`src/rtl/ts_cap_pkg.sv`:
```
package ts_cap_pkg;
  typedef enum logic [1:0] {
    RA_TX_LO = 2'd0,
    RA_TX_HI = 2'd1,
    RA_RX_LO = 2'd2,
    RA_RX_HI = 2'd3
  } rd_sel_e;

  localparam logic [15:0] PTP_ETYPE    = 16'h88F7;
  localparam logic [15:0] PTP_EVT_PORT = 16'd319;
endpackage

```
`src/rtl/ts_rx_classifier.sv`:
```
module ts_rx_classifier
  import ts_cap_pkg::*;
(
  input  logic        l2_en,
  input  logic        l4_en,
  input  logic        src_chk,
  input  logic [15:0] etype,
  input  logic        is_udp,
  input  logic [15:0] dst_port,
  input  logic [15:0] src_port,
  output logic        match
);
  logic l2_hit;
  logic l4_hit;
  logic src_ok;

  always_comb begin
    l2_hit = l2_en && (etype == PTP_ETYPE);
    src_ok = !src_chk || (src_port == PTP_EVT_PORT);
    l4_hit = l4_en && is_udp && (dst_port == PTP_EVT_PORT) && src_ok;
    match  = l2_hit || l4_hit;
  end
endmodule

```
`src/rtl/ts_slot.sv`:
```
module ts_slot #(
  parameter int W = 64
) (
  input  logic         clk,
  input  logic         rst,
  input  logic         enable,
  input  logic         event_i,
  input  logic [W-1:0] time_i,
  input  logic         release_i,
  output logic         valid_o,
  output logic [W-1:0] cap_o
);
  logic free_now;
  logic take;

  always_comb begin
    free_now = !valid_o || release_i;
    take     = enable && event_i && free_now;
  end

  always_ff @(posedge clk) begin
    if (rst) begin
      valid_o <= 1'b0;
      cap_o   <= '0;
    end else if (take) begin
      valid_o <= 1'b1;
      cap_o   <= time_i;
    end else if (release_i) begin
      valid_o <= 1'b0;
    end
  end
endmodule

```
`src/rtl/ts_prefix_gen.sv`:
```
module ts_prefix_gen #(
  parameter int TIME_W = 64
) (
  input  logic                clk,
  input  logic                rst,
  input  logic                fire,
  input  logic [TIME_W-1:0]   time_i,
  output logic                pfx_valid,
  output logic [2*TIME_W-1:0] pfx_data
);
  localparam int PFX_W = 2 * TIME_W;

  always_ff @(posedge clk) begin
    if (rst) begin
      pfx_valid <= 1'b0;
      pfx_data  <= '0;
    end else begin
      pfx_valid <= fire;
      if (fire) begin
        pfx_data[PFX_W-1:TIME_W] <= time_i;
        pfx_data[TIME_W-1:0]     <= '0;
      end
    end
  end
endmodule

```
`src/rtl/ts_capture_unit.sv`:
```
module ts_capture_unit
  import ts_cap_pkg::*;
#(
  parameter int TIME_W = 64,
  localparam int HALF_W = TIME_W / 2,
  localparam int PFX_W  = 2 * TIME_W
) (
  input  logic              clk,
  input  logic              rst,
  input  logic [TIME_W-1:0] time_now,
  input  logic              tx_en,
  input  logic              rx_en,
  input  logic              rx_all,
  input  logic              l2_en,
  input  logic              l4_en,
  input  logic              l4_src_chk,
  input  logic              tx_event,
  input  logic              rx_sof,
  input  logic [15:0]       rx_ethertype,
  input  logic              rx_is_udp,
  input  logic [15:0]       rx_dst_port,
  input  logic [15:0]       rx_src_port,
  input  logic              rd_en,
  input  logic [1:0]        rd_addr,
  output logic [HALF_W-1:0] rd_data,
  output logic              tx_valid,
  output logic              rx_valid,
  output logic              pfx_valid,
  output logic [PFX_W-1:0]  pfx_data
);
  logic              rx_match;
  logic              rx_evt;
  logic              pfx_fire;
  logic              tx_release;
  logic              rx_release;
  logic [TIME_W-1:0] tx_cap_w;
  logic [TIME_W-1:0] rx_cap_w;

  ts_rx_classifier u_cls (
    .l2_en    (l2_en),
    .l4_en    (l4_en),
    .src_chk  (l4_src_chk),
    .etype    (rx_ethertype),
    .is_udp   (rx_is_udp),
    .dst_port (rx_dst_port),
    .src_port (rx_src_port),
    .match    (rx_match)
  );

  always_comb begin
    rx_evt     = rx_sof && rx_match && !rx_all;
    pfx_fire   = rx_sof && rx_all && rx_en;
    tx_release = rd_en && (rd_addr == RA_TX_HI);
    rx_release = rd_en && (rd_addr == RA_RX_HI);
  end

  ts_slot #(.W(TIME_W)) u_tx_slot (
    .clk       (clk),
    .rst       (rst),
    .enable    (tx_en),
    .event_i   (tx_event),
    .time_i    (time_now),
    .release_i (tx_release),
    .valid_o   (tx_valid),
    .cap_o     (tx_cap_w)
  );

  ts_slot #(.W(TIME_W)) u_rx_slot (
    .clk       (clk),
    .rst       (rst),
    .enable    (rx_en),
    .event_i   (rx_evt),
    .time_i    (time_now),
    .release_i (rx_release),
    .valid_o   (rx_valid),
    .cap_o     (rx_cap_w)
  );

  ts_prefix_gen #(.TIME_W(TIME_W)) u_pfx (
    .clk       (clk),
    .rst       (rst),
    .fire      (pfx_fire),
    .time_i    (time_now),
    .pfx_valid (pfx_valid),
    .pfx_data  (pfx_data)
  );

  always_ff @(posedge clk) begin
    if (rst) begin
      rd_data <= '0;
    end else if (rd_en) begin
      case (rd_addr)
        RA_TX_LO: rd_data <= tx_cap_w[HALF_W-1:0];
        RA_TX_HI: rd_data <= tx_cap_w[TIME_W-1:HALF_W];
        RA_RX_LO: rd_data <= rx_cap_w[HALF_W-1:0];
        default:  rd_data <= rx_cap_w[TIME_W-1:HALF_W];
      endcase
    end
  end
endmodule

```
`config.mk`:
```
export PLATFORM = sky130hd
export DESIGN_NAME = ts_capture_unit
export DESIGN_NICKNAME = d
export VERILOG_FILES = /design/src/rtl/ts_cap_pkg.sv /design/src/rtl/ts_rx_classifier.sv /design/src/rtl/ts_slot.sv /design/src/rtl/ts_prefix_gen.sv /design/src/rtl/ts_capture_unit.sv
export SDC_FILE = /design/constraint.sdc
export NUM_CORES = 1
export LEC_CHECK = 0
export ABC_CLOCK_PERIOD_IN_PS = 3000
export BUFFER_PORTS_ARGS = -buffer_cell sky130_fd_sc_hd__buf_4
export CAP_MARGIN = 10
export CORE_MARGIN = 3
export CORE_UTILIZATION = 30
export CTS_BUF_LIST = sky130_fd_sc_hd__clkbuf_16
export DETAILED_ROUTE_END_ITERATION = 8
export PLACE_DENSITY_LB_ADDON = 0.12
export RECOVER_POWER = 50
export REMOVE_ABC_BUFFERS = 1
export SETUP_SLACK_MARGIN = 0.15
export SLEW_MARGIN = 20
export SYNTH_ARGS = -nofsm -noshare
export SYNTH_HDL_FRONTEND = slang
export SYNTH_SLANG_ARGS = --single-unit
export TNS_END_PERCENT = 10
```
`constraint.sdc`:
```
create_clock -name clk -period 3 [get_ports clk]
set_input_delay 0.6 -clock clk [delete_from_list [all_inputs] [get_ports clk]]
set_output_delay 0.6 -clock clk [all_outputs]
set_load 0.02 [all_outputs]
```
==> impl_metrics.env <==
export IMPL_portBuffers=224
export IMPL_wirelength_microns=26500
export IMPL_yosysSeqAreaShare_pct=48.3
export IMPL_ys_ff_latch=227
export IMPL_clk_path_buf_depth=3
export IMPL_stdcell_count=1625
export IMPL_initial_core_util_pct=30.6
export IMPL_drcViolationCount=0
export IMPL_slew_headroom_pct=-35.8
export IMPL_dpl_cell_count=1577
export IMPL_violations="max-capacitance violations, max-slew violations"
export IMPL_nets=1336
export IMPL_start_kind="input port"
export IMPL_drv_slew=164
export IMPL_drtIter0Drc=337
export IMPL_async_reset_ff_share_pct=0
export IMPL_use_met2_pct=26.5
export IMPL_grt_overflow=0
export IMPL_antenna_found_initial=0
export IMPL_peakVddDrop_v=0.000385
export IMPL_crit_buf_inv=2
export IMPL_postCtsSetupBuffers=0
export IMPL_synth_common_cells="325 x nand2_1, 227 x dfxtp_1, 130 x a21oi_1"
export IMPL_rr_endpoint="u_tx_slot.cap_o[55]$_SDFFE_PP0P_"
export IMPL_hold_class="in -> reg"
export IMPL_cts_htree_levels=1
export IMPL_crit_end="u_rx_slot.cap_o[47]$_SDFFE_PP0P_"
export IMPL_clock_latency_ns=0.52
export IMPL_netlist_area_sq_um=9410
export IMPL_grt_max_degree=164
export IMPL_io_pin_count=289
export IMPL_first_pass_iters=4
export IMPL_cp_depth=7
export IMPL_grt_pass1_vias=7301
export IMPL_rsz0062_at_grt="no"
export IMPL_cts_tree="yes"
export IMPL_cts_sinks=227
export IMPL_crit_type="in -> reg"
export IMPL_cpMostUsedCell="buf_4"
export IMPL_yosysWarnings=0
export IMPL_synth_area_leaders="dfxtp_1 48%, nand2_1 13%, mux4_2 7.7%"
export IMPL_reg2regPathDepth=5
export IMPL_numCtsBuffers=27
export IMPL_cts_repair_resized=0
export IMPL_finClkSkew_ns=0.0106
export IMPL_slowest_delay_ns=0.55
export IMPL_synth_most_common_cell="nand2_1"
export IMPL_crit_path_cell_trace="buf_4 > or4b_1 > o41ai_2 > nand4_1 > a21oi_4 > buf_4 > o2bb2ai_1"
export IMPL_grt_util_all_layers_pct=15.3
export IMPL_grt_pass1_wl_microns=41600
export IMPL_status="finished with violations"
export IMPL_vias_per_cell=4.54
export IMPL_cp_end_kind="flop"
export IMPL_core_region_area_sq_um=30700
export IMPL_synth_edff_count=0
export IMPL_gp_congestion=0.691
export IMPL_area_growth_pct=23.1
export IMPL_rr_startpoint="u_tx_slot.valid_o$_SDFFE_PP0P_"
export IMPL_setup_violations_final=0
export IMPL_top_usage_layer="met2"
export IMPL_pwr_density_cell_nw_per_um2=571
export IMPL_dieArea_sq_um=33500
export IMPL_synth_distinct_cells=30
export IMPL_finalHoldViolations=0
export IMPL_cp_arrival_ns=2.67
export IMPL_tightest_slew_ns=2.04
export IMPL_num_vias=7378
export IMPL_r2r_setup_slack_ns=1.41
export IMPL_yosysTopAreaCell="dfxtp_1"
export IMPL_wl_per_cell_microns=16.3
export IMPL_critical_path_top_delay_family="compound AO/OA/AOI/OAI gates"
export IMPL_die_height_microns=183
export IMPL_drv_cap=1
export IMPL_cellLeakagePower_nw=4.41
export IMPL_period_share_pct=75.7
export IMPL_dp_hpwl_microns=17100
export IMPL_yosys_most_used_dff="dfxtp_1"
export IMPL_diodes=0
export IMPL_total_power_mw=6.62
export IMPL_synth_cells=1018
export IMPL_dieWidth_microns=183
export IMPL_drive_above_1_share_pct=19.9
export IMPL_synth_top_area_share_pct=48.3
export IMPL_crit_required_ns=3.40
export IMPL_ant_nets=0
export IMPL_cts_reportedPaths_clkPinSlew_ns=0.06
export IMPL_globalRouteMet1Util_pct=19.9
export IMPL_min_period_ns=2.27
export IMPL_rows=64
export IMPL_critPathMaxFanout=25
export IMPL_critical_path_startpoint="rx_src_port[9]"
export IMPL_grtUsageMet3_pct=3.23
export IMPL_cts_hold_buffers=0
export IMPL_slowest_stage="or4b_1"
export IMPL_clockRootBuffer="clkbuf_16"
export IMPL_fmax_mhz=440
export IMPL_postSynthAreaPerCell_sq_um=9.25
## kinds of logic after synthesis
logic type	count (synthesis)	synth area share (%)
and+or+nand+nor	383	16.1
DFF	227	48.3
AOI/OAI and AO/OA	200	14.9
buffers and inverters	143	9.64
muxes	64	11.1
other	1	0.0398
## report_power, final
group / total (mW) / switching, mW / internal [mW]
Clock: 2.85 / 1.24 / 1.61
Sequential: 3.13 / 0.0355 / 3.09
Combinational: 0.639 / 0.406 / 0.234
## layout make-up
| cell class | count | area, sq um |
|---|---|---|
| clock buffers | 27 | 676 |
| clock inverters | 21 | 90.1 |
| fillers | 3266 | 19200 |
| inverters | 2 | 7.51 |
| multi-input cells | 711 | 4240 |
| flip-flops and latches | 227 | 4540 |
| well taps | 396 | 495 |
| repair buffers | 241 | 1530 |
## routing by layer
layer,routed length (microns),vias to the layer above
met5,0,-
met4,447,0
met3,1460,28
met2,12800,167
met1,11700,3465
li1,-,3718
## through the flow
step	cell area (sq um)	hold slack, ns	setup WS (ns)	TNS (ns)	util (%)
2_1_floorplan	8750	0.427	-0.613	-57.04	-
3_3_place_gp	11200	0.441	0.234	0	36.3
3_5_place_dp	11200	0.447	0.181	0	36.3
4_1_cts	11900	0.261	0.734	0	38.8
5_1_grt	11600	0.266	0.628	0	37.7
6_report	11600	0.295	0.728	0	37.7
## worst min path at each step
stage	start	endpoint	cells past startpoint
finish	time_now[17]	u_rx_slot.cap_o[17]$_SDFFE_PP0P_	2
global route	time_now[17]	u_rx_slot.cap_o[17]$_SDFFE_PP0P_	2
CTS	time_now[17]	u_rx_slot.cap_o[17]$_SDFFE_PP0P_	2
global placement	u_tx_slot.cap_o[40]$_SDFFE_PP0P_	u_tx_slot.cap_o[40]$_SDFFE_PP0P_	2
detailed placement	u_tx_slot.cap_o[27]$_SDFFE_PP0P_	u_tx_slot.cap_o[27]$_SDFFE_PP0P_	2
floorplan	u_tx_slot.cap_o[63]$_SDFFE_PP0P_	u_tx_slot.cap_o[63]$_SDFFE_PP0P_	2
## cell usage in the layout (no fill, tap or decap), drive strengths merged
cell	Yosys	final
nand2	325	325
dfxtp	227	227
buf	85	150
a21oi	131	131
clkbuf	56	118
conb	1	64
o2bb2ai	64	64
nor2	35	35
mux4	32	32
mux2i	32	32
inv	2	11
clkinv	0	11
nand4b	5	5
nor4	3	3
o21ai	3	3
nand3	3	3
nand4	2	2
nor3b	2	2
nand2b	2	2
and3	2	2
or4b	1	1
or4	1	1
o41ai	1	1
and4	1	1
o2111a	1	1
nor2b	1	1
clkinvlp	0	1
## flip-flops by register name, summed over array words and instances (netlist names)
name	flops
u_rx_slot.cap_o	64
rd_data	32
u_tx_slot.valid_o	1
u_rx_slot.valid_o	1
u_tx_slot.cap_o	64
u_pfx.pfx_valid	1
u_pfx.pfx_data	64
## worst reg2reg max path, stage by stage, from the launching register on
cell and delay [ns]:
dfxtp_1 0.31, o21ai_0 0.19, nand3_4 0.38, buf_12 0.33, nand2_1 0.13, a21oi_1 0.06
Note: power is estimated with default switching activity, not from simulation.
